==> config.mk <==
export PLATFORM = sky130hd
export DESIGN_NAME = col_presence_det
export DESIGN_NICKNAME = d
export VERILOG_FILES = /design/src/rtl/coldet_pkg.sv /design/src/rtl/coldet_sync.sv /design/src/rtl/coldet_lowqual.sv /design/src/rtl/coldet_timer.sv /design/src/rtl/col_presence_det.sv
export SDC_FILE = /design/constraint.sdc
export NUM_CORES = 1
export LEC_CHECK = 0
export BUFFER_PORTS_ARGS = -buffer_cell sky130_fd_sc_hd__buf_2
export CAP_MARGIN = 0
export CORE_MARGIN = 2
export CORE_UTILIZATION = 62
export CTS_CLUSTER_DIAMETER = 150
export DETAILED_ROUTE_END_ITERATION = 10
export PLACE_DENSITY_LB_ADDON = 0.25
export REMOVE_ABC_BUFFERS = 1
export SLEW_MARGIN = 20
export SYNTH_ARGS = -nofsm -noshare
export SYNTH_HDL_FRONTEND = slang
export SYNTH_SLANG_ARGS = --single-unit
export TNS_END_PERCENT = 30
==> constraint.sdc <==
create_clock -name clk -period 3.58 [get_ports clk]
set_clock_uncertainty 0.05 [all_clocks]
set_input_delay 0 -clock clk [delete_from_list [all_inputs] [get_ports clk]]
set_output_delay 0 -clock clk [all_outputs]
set_load 0.01 [all_outputs]
==> src/rtl/coldet_pkg.sv <==
package coldet_pkg;

    typedef enum logic [1:0] {
        ST_IDLE   = 2'd0,
        ST_ARMED  = 2'd1,
        ST_ACTIVE = 2'd2
    } coldet_state_e;

endpackage

==> src/rtl/coldet_sync.sv <==
// Two-stage synchronizer for the collision line; resets to the idle (high) level.
module coldet_sync (
    input  logic clk,
    input  logic rst_n,
    input  logic d_i,
    output logic q_o
);
    logic meta_q;

    always_ff @(posedge clk or negedge rst_n) begin
        if (!rst_n) begin
            meta_q <= 1'b1;
            q_o    <= 1'b1;
        end else begin
            meta_q <= d_i;
            q_o    <= meta_q;
        end
    end
endmodule

==> src/rtl/coldet_lowqual.sv <==
// Accepts a negative-going pulse once the line has been low for MIN_LOW
// consecutive samples; emits one single-cycle strobe per low interval.
module coldet_lowqual #(
    parameter int MIN_LOW = 2
) (
    input  logic clk,
    input  logic rst_n,
    input  logic line_i,
    input  logic mask_i,
    output logic edge_o
);
    localparam int LW = $clog2(MIN_LOW + 1);
    localparam logic [LW-1:0] CNT_SAT  = LW'(MIN_LOW);
    localparam logic [LW-1:0] CNT_FIRE = LW'(MIN_LOW - 1);

    logic          low_seen;
    logic [LW-1:0] low_cnt;

    assign low_seen = !line_i && !mask_i;

    always_ff @(posedge clk or negedge rst_n) begin
        if (!rst_n) begin
            low_cnt <= '0;
        end else if (!low_seen) begin
            low_cnt <= '0;
        end else if (low_cnt != CNT_SAT) begin
            low_cnt <= low_cnt + 1'b1;
        end
    end

    assign edge_o = low_seen && (low_cnt == CNT_FIRE);
endmodule

==> src/rtl/coldet_timer.sv <==
// Reloadable down counter; reload wins over counting, stops at zero.
module coldet_timer #(
    parameter int SPAN = 16
) (
    input  logic clk,
    input  logic rst_n,
    input  logic load_i,
    output logic zero_o
);
    localparam int TW = $clog2(SPAN + 1);
    localparam logic [TW-1:0] RELOAD = TW'(SPAN - 1);

    logic [TW-1:0] cnt_q;

    always_ff @(posedge clk or negedge rst_n) begin
        if (!rst_n) begin
            cnt_q <= '0;
        end else if (load_i) begin
            cnt_q <= RELOAD;
        end else if (cnt_q != '0) begin
            cnt_q <= cnt_q - 1'b1;
        end
    end

    assign zero_o = (cnt_q == '0);
endmodule

==> src/rtl/col_presence_det.sv <==
module col_presence_det #(
    parameter int MIN_LOW      = 2,
    parameter int WIN_CYC      = 30,
    parameter int HOLD_CYC     = 60,
    parameter int EDGES_NEEDED = 2
) (
    input  logic clk,
    input  logic rst_n,
    input  logic col_i,
    input  logic loop_i,
    output logic col_o
);
    import coldet_pkg::*;

    localparam int EW = $clog2(EDGES_NEEDED + 1);
    localparam logic [EW-1:0] EDGE_GOAL = EW'(EDGES_NEEDED);

    coldet_state_e state_q, state_d;
    logic          line_sync;
    logic          edge_ok;
    logic          win_zero;
    logic          hold_zero;
    logic          win_load;
    logic [EW-1:0] edge_cnt_q;
    logic [EW-1:0] edge_cnt_nx;

    coldet_sync u_sync (
        .clk   (clk),
        .rst_n (rst_n),
        .d_i   (col_i),
        .q_o   (line_sync)
    );

    coldet_lowqual #(.MIN_LOW(MIN_LOW)) u_qual (
        .clk    (clk),
        .rst_n  (rst_n),
        .line_i (line_sync),
        .mask_i (loop_i),
        .edge_o (edge_ok)
    );

    assign win_load = (state_q == ST_IDLE) && edge_ok && !loop_i;

    coldet_timer #(.SPAN(WIN_CYC)) u_win (
        .clk    (clk),
        .rst_n  (rst_n),
        .load_i (win_load),
        .zero_o (win_zero)
    );

    coldet_timer #(.SPAN(HOLD_CYC)) u_hold (
        .clk    (clk),
        .rst_n  (rst_n),
        .load_i (edge_ok),
        .zero_o (hold_zero)
    );

    assign edge_cnt_nx = edge_cnt_q + 1'b1;

    // Next-state logic
    always_comb begin
        state_d = state_q;
        unique case (state_q)
            ST_IDLE: begin
                if (!loop_i && edge_ok) begin          // FIRST
                    state_d = (EDGES_NEEDED <= 1) ? ST_ACTIVE : ST_ARMED;
                end
            end
            ST_ARMED: begin
                if (loop_i) begin                      // LOOP
                    state_d = ST_IDLE;
                end else if (edge_ok) begin
                    if (edge_cnt_nx >= EDGE_GOAL) begin
                        state_d = ST_ACTIVE;           // CONFIRM
                    end
                end else if (win_zero) begin           // LAPSE
                    state_d = ST_IDLE;
                end
            end
            ST_ACTIVE: begin
                if (loop_i) begin                      // LOOP
                    state_d = ST_IDLE;
                end else if (hold_zero && !edge_ok) begin
                    state_d = ST_IDLE;                 // RELEASE
                end                                    // else RELOAD
            end
            default: state_d = ST_IDLE;
        endcase
    end

    // State register
    always_ff @(posedge clk or negedge rst_n) begin
        if (!rst_n) begin
            state_q <= ST_IDLE;
        end else begin
            state_q <= state_d;
        end
    end

    // Pulses counted toward confirmation
    always_ff @(posedge clk or negedge rst_n) begin
        if (!rst_n) begin
            edge_cnt_q <= '0;
        end else if (state_d != ST_ARMED) begin
            edge_cnt_q <= (state_d == ST_ACTIVE) ? EDGE_GOAL : '0;
        end else if (edge_ok && !loop_i) begin
            edge_cnt_q <= (state_q == ST_IDLE) ? EW'(1) : edge_cnt_nx;
        end
    end

    // Outputs
    always_comb begin
        col_o = (state_q == ST_ACTIVE) && !loop_i;
    end
endmodule

==> results of run 1 <==
[final cells by class]
type | instances | area (µm²) | area share (%)
Sequential cell | 19 | 478 | 43.6
Inverter | 7 | 26.3 | 2.40
Timing Repair Buffer | 7 | 50.0 | 4.57
Tap cell | 16 | 20.0 | 1.83
Multi-Input combinational cell | 71 | 495 | 45.2
Clock buffer | 4 | 26.3 | 2.40
[routing by layer]
metal  vias up  part of all wire [%]
met1       343                    50
met4         0                     0
met2         7                    49
li1        370                     -
met5         -                     0
met3         0                   1.2
[state kept, by name, indices dropped and copies added (netlist names)]
register and count:
edge_cnt_q 2, u_sync.meta_q 1, u_win.cnt_q 5, u_qual.low_cnt 2, u_sync.q_o 1, state_q 2
u_hold.cnt_q 6
[path summary, 6_finish.rpt]
kind | start | endpoint | slack (ns) | cells after the start
max in group asynchronous | rst_n | u_sync.q_o | 3.05 | 2
min | rst_n | u_win.cnt_q[4] | 0.11 | 2
min in group clk | col_i | u_sync.meta_q | 0.31 | 2
min reg2reg | u_sync.meta_q | u_sync.q_o | 0.31 | 0
max reg2reg | u_win.cnt_q[0] | edge_cnt_q[1] | 1.70 | 6
max | u_win.cnt_q[0] | edge_cnt_q[1] | 1.70 | 6
[layout by cell type, fill, tap and decap left out, types with 2 or more instances in the layout]
master,Yosys,routed
dfrtp_1,17,17
nand2_1,10,10
inv_1,7,7
nor2_1,6,6
o21ai_0,5,5
nor3_1,5,5
nand3_1,5,5
ha_1,5,5
o211ai_1,4,4
buf_2,1,4
nor3b_1,3,3
clkbuf_4,0,3
dlygate4sd3_1,0,3
xor2_1,2,2
nand2b_1,2,2
a21oi_1,2,2
or3_1,2,2
and2_1,2,2
xnor2_1,2,2
dfstp_2,2,2
[cells by family after synthesis]
group                    count (synthesis)  synth area share, %
buffers and inverters                   10                 3.95
adder cells (fa/ha/maj)                  5                 6.17
AO/OA/AOI/OAI                           17                 11.6
XOR/XNOR                                 4                 3.46
flip-flops                              19                 47.2
AND/OR/NAND/NOR                         45                 27.7
[power by group]
group          total (mW)  switching [mW]  leakage, nW  internal (mW)
sequential          0.346          0.0617        0.232          0.285
clock               0.101          0.0576       0.0150         0.0432
combinational       0.245           0.125        0.248          0.120
total               0.692           0.244        0.495          0.448
[timing repair]
action / in CTS / in global routing
hold buffers: 3 / 0
setup buffers: 0 / 0
endpoints found under the hold margin: 22 / 0
[per-stage QoR]
step	area [µm²]	worst slack (ns)	cells	total power [mW]	hold slack [ns]
2_1_floorplan	1000	1.80	97	0.535	-0.346
3_3_place_gp	1040	1.77	117	0.577	-0.0973
3_5_place_dp	1040	1.72	117	0.587	-0.0993
4_1_cts	1100	1.70	124	0.696	0.124
5_1_grt	1100	1.55	124	0.758	0.157
6_report	1100	1.70	124	0.692	0.115
==> impl_metrics.yaml, run 1 <==
yosys:
  syn_area_per_cell_um2: 10.1
  synth.most_common_cell: "dfrtp_1"
  synth_area_mm2: 0.00101
  synth.area.top_cells: "dfrtp_1 (42%), ha_1 (6.2%), dfstp_2 (5.2%), nand2_1 (3.7%), o211ai_1 (3.0%)"
  synth_top_cell_by_area: "dfrtp_1"
  syn_inst: 100
  yosys-top-cells-count: "dfrtp_1 (17), nand2_1 (10), inv_1 (7)"
  async_reset_ff_share_pct: 100
  ys_ff_latch: 19
  synth_top_area_share_pct: 42.0
  seq_area_frac_synth_pct: 47.2
  ys_warn_count: 0
  synth-edff-count: 0
  synth.distinct_cells: 36
  synth-main-ff-cell: "dfrtp_1"
timing:
  maxSlewViolCount: 0
  tightest_slew_ns: 0.402
  tns_ns: 0
  post-route-min-period_ns: 1.88
  setup_viol: 0
  fmax_ghz: 0.533
  relSlewSlack_pct: 73.2
  rsz0062_at_grt: "no"
  layout_worst_path_cycle_share_pct: 52.4
  hold_viol: 0
global_routing:
  met3_usage_pct: 2.45
  grtUsageTotal_pct: 21.8
  grt_overflow_total: 0
  grt_max_degree: 20
  top_usage_layer: "met2"
  first_global_vias: 754
  use_met2_pct: 35.6
  antenna_found_initial: 0
  grt_pass1_wl_um: 3150
  gr-usage-met1_pct: 30.2
cells_and_area:
  nets: 118
  final_layout_size_suffix_gt1_share_pct: 13.0
  antenna_cells: 0
  area_growth_pct: 8.15
  final_util_pct: 71.9
  fillCellCount: 108
setup_path:
  cp-end-kind: "flip-flop"
  crit_slowest_cell: "or4b_4"
  path_buf_inv: 1
  crit_chain: "inv_1, ha_1, nor4b_4, or4b_4, a31o_1, a221oi_2"
  cp-start-kind: "flip-flop"
  worstPathMaxFanout: 7
  worst-setup-path-type: "flip-flop to flip-flop"
  crit_family: "simple AND/OR/NAND/NOR gates"
  worstPathArrival_ns: 2.02
  cp_slowest_stage_delay_ns: 0.49
  required_ns: 3.72
clock_tree:
  clk_latency_ns: 0.28
  cts_tree: "built"
  clockBufferDepth: 2
  cts.sinks: 19
  clk_pin_slew_worst_paths_ns: 0.10
  cts_root_buf: "clkbuf_4"
  htreeDepth: 1
  cts_buffers: 3
  cts-resized-gates: 0
drt:
  wl_per_cell_um: 13.3
  vias: 720
  ant_nets: 0
  routed_via_density: 5.81
  drc_errors: 0
  first_pass_iters: 4
  drt_iter0_drc: 11
  wl_um: 1650
die:
  num_io_pins: 5
  start_util_pct: 66.5
  fp.dieArea_mm2: 0.00197
  core_mm2: 0.00152
  chipWidth_um: 44.4
  placementRows: 14
  die_y_um: 44.4
flow_run:
  maxCapViolCount: 0
pwr:
  leakage_nw: 0.495
  vdd_drop_max_mv: 0.473
  p_per_area_mw_per_mm2: 631
placement:
  dp_hpwl_um: 1160
  port_buffers: 4
  gp_congestion: 0.843
hold_path:
  hold_path.class: "input pin to async pin"
run_status:
  outcome: "finished, final reports clean"
Note: power is estimated with default switching activity, not from simulation.
==> run 2: changes to the inputs <==
Settings changed: ABC_AREA from default to 1, CORE_UTILIZATION 62 to 52.
Clock period 3.58 ns to 1.53 ns, I/O delays scaled along.
==> run 2 against run 1 <==
  * Synthesized cell count is 22% higher
  * Hold slack worse by 0.012 ns
  * Area after synthesis is 1.2% higher
  * Routed wire length is 4.4% higher
  * Non-clock buffer count is 4 higher
  * Clock power grew to 2.5 times the previous value
  * Sequential power is 120% higher
  * Via count is 9.2% higher
  * Count of clock-buffer cells in the layout is 1 lower
==> impl_metrics.yaml, run 2 <==
run_status:
  outcome: "finished, final reports clean"
die:
  start_util_pct: 53.9
  die_y_um: 48.4
  num_io_pins: 5
  core_mm2: 0.00190
  chipWidth_um: 48.4
  fp.dieArea_mm2: 0.00234
  placementRows: 16
setup_path:
  rr_startpoint: "u_hold.cnt_q[0]"
  worstPathArrival_ns: 1.62
  reg2reg_slack_ns: 0.06
  crit_cells: 9
  r2r-end: "u_hold.cnt_q[2]"
  crit_slowest_cell: "dfrtp_1"
  cp_slowest_stage_delay_ns: 0.41
  crit_family: "flip-flops"
  reg2reg_depth: 9
  worst-setup-path-type: "flip-flop to flip-flop"
  required_ns: 1.68
  cp-end-kind: "flip-flop"
  path_buf_inv: 4
  cp-start-kind: "flip-flop"
  worstPathMaxFanout: 6
  crit_chain: "inv_2, ha_2, inv_2, nor2_4, nand3_4, nor2_4, inv_1, o211ai_1, inv_1"
hold_path:
  hold_path.class: "input pin to async pin"
global_routing:
  grt_pass1_wl_um: 3050
  antenna_found_initial: 0
  grt_overflow_total: 0
  grt_max_degree: 20
  grtUsageTotal_pct: 16.8
  first_global_vias: 763
cells_and_area:
  nets: 147
  reg_top3: "u_hold.cnt_q: 6 flops, u_win.cnt_q: 5 flops"
  fin_cells: 164
  final_layout_size_suffix_gt1_share_pct: 24.8
  largest_register_ffs: 6
  fillCellCount: 160
  antenna_cells: 0
  top_register: "u_hold.cnt_q"
  layout_common_cells: "nand2_1 (25), inv_1 (22), dfrtp_1 (17)"
  area_growth_pct: 15.2
  final_common_cell: "nand2_1"
drt:
  ant_nets: 0
  routed_via_density: 4.79
  drc_errors: 0
  vias: 786
  wl_um: 1730
  drt_iter0_drc: 17
  first_pass_iters: 4
  wl_per_cell_um: 10.5
placement:
  gp_congestion: 0.785
  dp_hpwl_um: 1240
  dp_cells: 154
  port_buffers: 4
timing:
  setup_viol: 0
  layout_worst_path_cycle_share_pct: 95.9
  fmax_ghz: 0.681
  tightest_slew_ns: 0.426
  post-route-min-period_ns: 1.47
  hold_viol: 0
  relSlewSlack_pct: 71.6
  holdWs_ns: 0.103
  maxSlewViolCount: 0
  rsz0062_at_grt: "yes"
yosys:
  synth_top_cell_by_area: "dfrtp_1"
  syn_inst: 122
  synth.area.top_cells: "dfrtp_1 (41%), nand2_1 (9.1%), inv_1 (8.8%), ha_1 (6.1%), dfstp_2 (5.1%)"
  yosys-top-cells-count: "nand2_1 (25), inv_1 (24), dfrtp_1 (17)"
  synth_top_area_share_pct: 41.5
  synth_area_mm2: 0.00103
  synth.distinct_cells: 23
  ys_warn_count: 0
  synth-edff-count: 0
  async_reset_ff_share_pct: 100
  synth.most_common_cell: "nand2_1"
  syn_area_per_cell_um2: 8.41
  synth-main-ff-cell: "dfrtp_1"
  seq_area_frac_synth_pct: 46.6
  ys_ff_latch: 19
pwr:
  p_per_area_mw_per_mm2: 1480
  leakage_nw: 0.586
  vdd_drop_max_mv: 1.01
clock_tree:
  clockBufferDepth: 2
  cts_buffers: 3
  clk_pin_slew_worst_paths_ns: 0.10
  cts_root_buf: "clkbuf_4"
  clk_latency_ns: 0.30
  cts_tree: "built"
  cts.sinks: 19
  htreeDepth: 1
flow_run:
  maxCapViolCount: 0
## run 2: cell families after synthesis
family          after synthesis  synth area share (%)
simple gates                 54                  27.3
buf+inv                      26                  9.76
flops                        19                  46.6
compound gates               18                  10.2
fa+ha+maj                     5                  6.10
## run 2: area by class of cell
class                   instances  area [µm²]  share of cell area (%)
flip-flops and latches         19         478                    40.4
well taps                      27        33.8                    2.86
clock buffers                   3        22.5                    1.90
repair buffers                 11        80.1                    6.77
multi-input cells              77         463                    39.2
inverters                      26         100                    8.47
clock inverters                 1        5.00                   0.423
## run 2: where the power goes
part           switching (mW)  internal [mW]  total [mW]
Sequential              0.111          0.666       0.777
Combinational           0.412          0.313       0.725
Clock                   0.155         0.0976       0.253
## run 2: what timing repair did
| item | in CTS | in global routing |
|---|---|---|
| gates resized for setup | 0 | 5 |
| hold endpoints to repair | 22 | 0 |
| hold buffers | 3 | 0 |
| buffers inserted | 0 | 3 |
| endpoints found under the setup margin | 0 | 5 |
## run 2: per-stage QoR
| stage | area, µm² | util [%] | setup WS, ns | TNS, ns | power (mW) |
|---|---|---|---|---|---|
| floorplan | 1030 | - | 0.167 | 0 | 1.28 |
| global placement | 1090 | 57.2 | 0.117 | 0 | 1.40 |
| detailed placement | 1090 | 57.2 | 0.0343 | 0 | 1.43 |
| CTS | 1140 | 60.2 | 0.0118 | 0 | 1.69 |
| global route | 1180 | 62.2 | -0.0353 | -0.0809 | 1.92 |
| finish | 1180 | 62.2 | 0.0620 | 0 | 1.75 |
## run 2: worst max-delay path by stage
stage,from,to
floorplan,u_hold.cnt_q[0],edge_cnt_q[1]
global placement,u_hold.cnt_q[0],edge_cnt_q[1]
detailed placement,u_hold.cnt_q[0],edge_cnt_q[1]
CTS,u_hold.cnt_q[0],edge_cnt_q[1]
global route,u_hold.cnt_q[1],u_hold.cnt_q[2]
finish,u_hold.cnt_q[0],u_hold.cnt_q[2]
## run 2: per-layer routing
metal | vias to the layer above | routed length (µm) | GRT usage (%)
met5 | - | 0 | 0
met4 | 0 | 26 | 5.71
met3 | 2 | 33 | 3.70
met2 | 5 | 894 | 29.9
met1 | 366 | 771 | 20.1
li1 | 413 | - | -
## run 2: worst register-to-register path: cells and delay by family (launching register included)
family | cells | cell delay, ns
flops | 1 | 0.41
buf+inv | 4 | 0.26
compound gates | 1 | 0.08
fa+ha+maj | 1 | 0.19
simple gates | 3 | 0.40
==> run 3: changes to the inputs <==
Settings changed: CORE_UTILIZATION 52 to 53, GPL_ROUTABILITY_DRIVEN from default to 0, SYNTH_HIERARCHICAL from default to 1.
==> run 3 against run 2 <==
  * Routed wire length up 7.8%
  * Register-to-register slack lost 0.02 ns
  * Sequential cell count is the same
  * Synthesized cell count grew 4.1%
  * Power increased by 5.6%
  * Setup slack worse by 0.017 ns
==> impl_metrics.yaml, run 3 <==
drt:
  vias: 851
  drt_iter0_drc: 5
  ant_nets: 0
  wl_um: 1860
  drc_errors: 0
  routed_via_density: 4.75
  first_pass_iters: 4
  wl_per_cell_um: 10.4
flow_run:
  maxCapViolCount: 0
global_routing:
  grt_overflow_total: 0
  grtUsageTotal_pct: 17.7
  antenna_found_initial: 0
  first_global_vias: 817
  grt_max_degree: 20
  grt_pass1_wl_um: 3310
cells_and_area:
  reg_top3: "u_hold/cnt_q: 6 flops, u_win/cnt_q: 5 flops"
  antenna_cells: 0
  final_layout_size_suffix_gt1_share_pct: 34.9
  top_register: "u_hold/cnt_q"
  largest_register_ffs: 6
  area_growth_pct: 22.9
  final_common_cell: "inv_1"
  layout_common_cells: "inv_1 (20), nand2_1 (18), dfrtp_1 (17)"
  fin_cells: 179
  nets: 162
timing:
  tns_ns: 0
  maxSlewViolCount: 0
  setup_viol: 0
  tightest_slew_ns: 0.437
  hold_viol: 0
  layout_worst_path_cycle_share_pct: 97.1
  fmax_ghz: 0.673
  rsz0062_at_grt: "yes"
  relSlewSlack_pct: 70.9
  post-route-min-period_ns: 1.49
setup_path:
  worstPathArrival_ns: 1.63
  worst-setup-path-type: "flip-flop to flip-flop"
  worstPathMaxFanout: 4
  crit_slowest_cell: "dfrtp_1"
  crit_chain: "ha_2, nor3b_2, buf_4, buf_4, o21a_1, nor2_2, nand2_1"
  crit_path_frequent_cell: "buf_4"
  cp-start-kind: "flip-flop"
  path_buf_inv: 2
  crit_family: "flip-flops"
  cp_slowest_stage_delay_ns: 0.41
  cp-end-kind: "flip-flop"
  required_ns: 1.67
clock_tree:
  cts_root_buf: "clkbuf_4"
  clk_pin_slew_worst_paths_ns: 0.11
  cts.sinks: 19
  cts_tree: "built"
  clk_latency_ns: 0.29
  cts_buffers: 3
  clockBufferDepth: 2
  htreeDepth: 1
yosys:
  synth_compound_area_share_pct: 4.58
  ys_ff_latch: 19
  syn_inst: 127
  async_reset_ff_share_pct: 100
  synth_top_family_by_area: "simple AND/OR/NAND/NOR gates"
  synth.most_common_cell: "inv_1"
  synth_top_area_share_pct: 40.0
  synth_mux_area_share_pct: 0
  synthXorXnorAreaFrac_pct: 0.823
  synth_adder_area_share_pct: 5.88
  synth-main-ff-cell: "dfrtp_1"
  synth_top_cell_by_area: "dfrtp_1"
  synth_area_mm2: 0.00106
  ys_warn_count: 6
  synthSimpleGateAreaFrac_pct: 34.3
  synth.distinct_cells: 25
  synth-edff-count: 0
  synth.area.top_cells: "dfrtp_1 (40%), inv_1 (8.5%), nand2_1 (6.3%), ha_1 (5.9%), nand3_1 (5.2%)"
  seq_area_frac_synth_pct: 44.9
  syn_area_per_cell_um2: 8.38
  yosys-top-cells-count: "inv_1 (24), nand2_1 (18), dfrtp_1 (17)"
die:
  num_io_pins: 5
  placementRows: 16
  die_y_um: 48.8
  start_util_pct: 55.4
  chipWidth_um: 48.8
  core_mm2: 0.00192
  fp.dieArea_mm2: 0.00238
hold_path:
  hold_path.class: "input pin to async pin"
pwr:
  vdd_drop_max_mv: 1.22
  p_per_area_mw_per_mm2: 1420
  total_power_mw: 1.85
  leakage_nw: 0.701
placement:
  dp_cells: 170
  dp_hpwl_um: 1410
  port_buffers: 4
run_status:
  outcome: "finished, final reports clean"
## run 3: final timing paths
kind	from	to	slack, ns	cells past startpoint
min reg2reg	u_sync/meta_q	u_sync/q_o	0.32	0
max in group asynchronous	rst_n	u_sync/meta_q	0.98	2
max reg2reg	u_qual/low_cnt[0]	edge_cnt_q[1]	0.04	7
min	rst_n	u_hold/cnt_q[5]	0.12	2
max	u_qual/low_cnt[0]	edge_cnt_q[1]	0.04	7
min in group clk	u_sync/meta_q	u_sync/q_o	0.32	0
## run 3: what timing repair did
action                     4_1_cts  5_1_grt
setup buffers                    1        1
hold buffers                     3        0
pin swaps                        0        3
gates resized for setup          5        8
hold endpoints to repair        22        0
setup endpoints to repair        2       11
## run 3: worst reg2reg max path, delay by kind of cell (launching register included)
kind	cells	cell delay, ns
adders and majority gates	1	0.16
AOI/OAI and AO/OA	1	0.16
and+or+nand+nor	3	0.32
DFF	1	0.41
buffers and inverters	2	0.28
## run 3: cell type report
class                           count  area [µm²]
Inverter                           27         109
Multi-Input combinational cell     81         505
Clock buffer                        3        22.5
Fill cell                         163         613
Sequential cell                    19         478
Clock inverter                      1        5.00
Tap cell                           27        33.8
Timing Repair Buffer               21         155
## run 3: kinds of logic (layout without fill, tap and decap cells)
family | count (synthesis) | after routing
AND/OR/NAND/NOR | 67 | 67
buffers and inverters | 27 | 52
flip-flops | 19 | 19
AO/OA/AOI/OAI | 8 | 8
adder cells (fa/ha/maj) | 5 | 5
XOR/XNOR | 1 | 1
## run 3: report_power, final
group | switching (mW) | leakage [nW] | internal [mW]
Clock | 0.152 | 0.0177 | 0.0971
Sequential | 0.120 | 0.232 | 0.662
Combinational | 0.453 | 0.451 | 0.368
Total | 0.725 | 0.701 | 1.13
## run 3: routing by layer
metal  wire length [µm]  vias to the layer above  GRT usage (%)
met5                  0                        -              0
met4                 14                        0           7.14
met3                 30                        2           1.84
met2                972                        4           31.1
met1                841                      398           22.3
li1                   -                      447              -
## run 3: per-stage QoR
stage | setup WS [ns] | util (%) | hold slack (ns) | instance area, µm²
after global routing | -0.0456 | 68.1 | 0.148 | 1310
after CTS | 0.0139 | 66.7 | 0.118 | 1280
after floorplan | -0.198 | - | -0.346 | 1060
final | 0.0447 | 68.1 | 0.122 | 1310
after detailed placement | -0.0479 | 62.9 | -0.0882 | 1210
after global placement | 0.0152 | 62.9 | -0.0930 | 1210
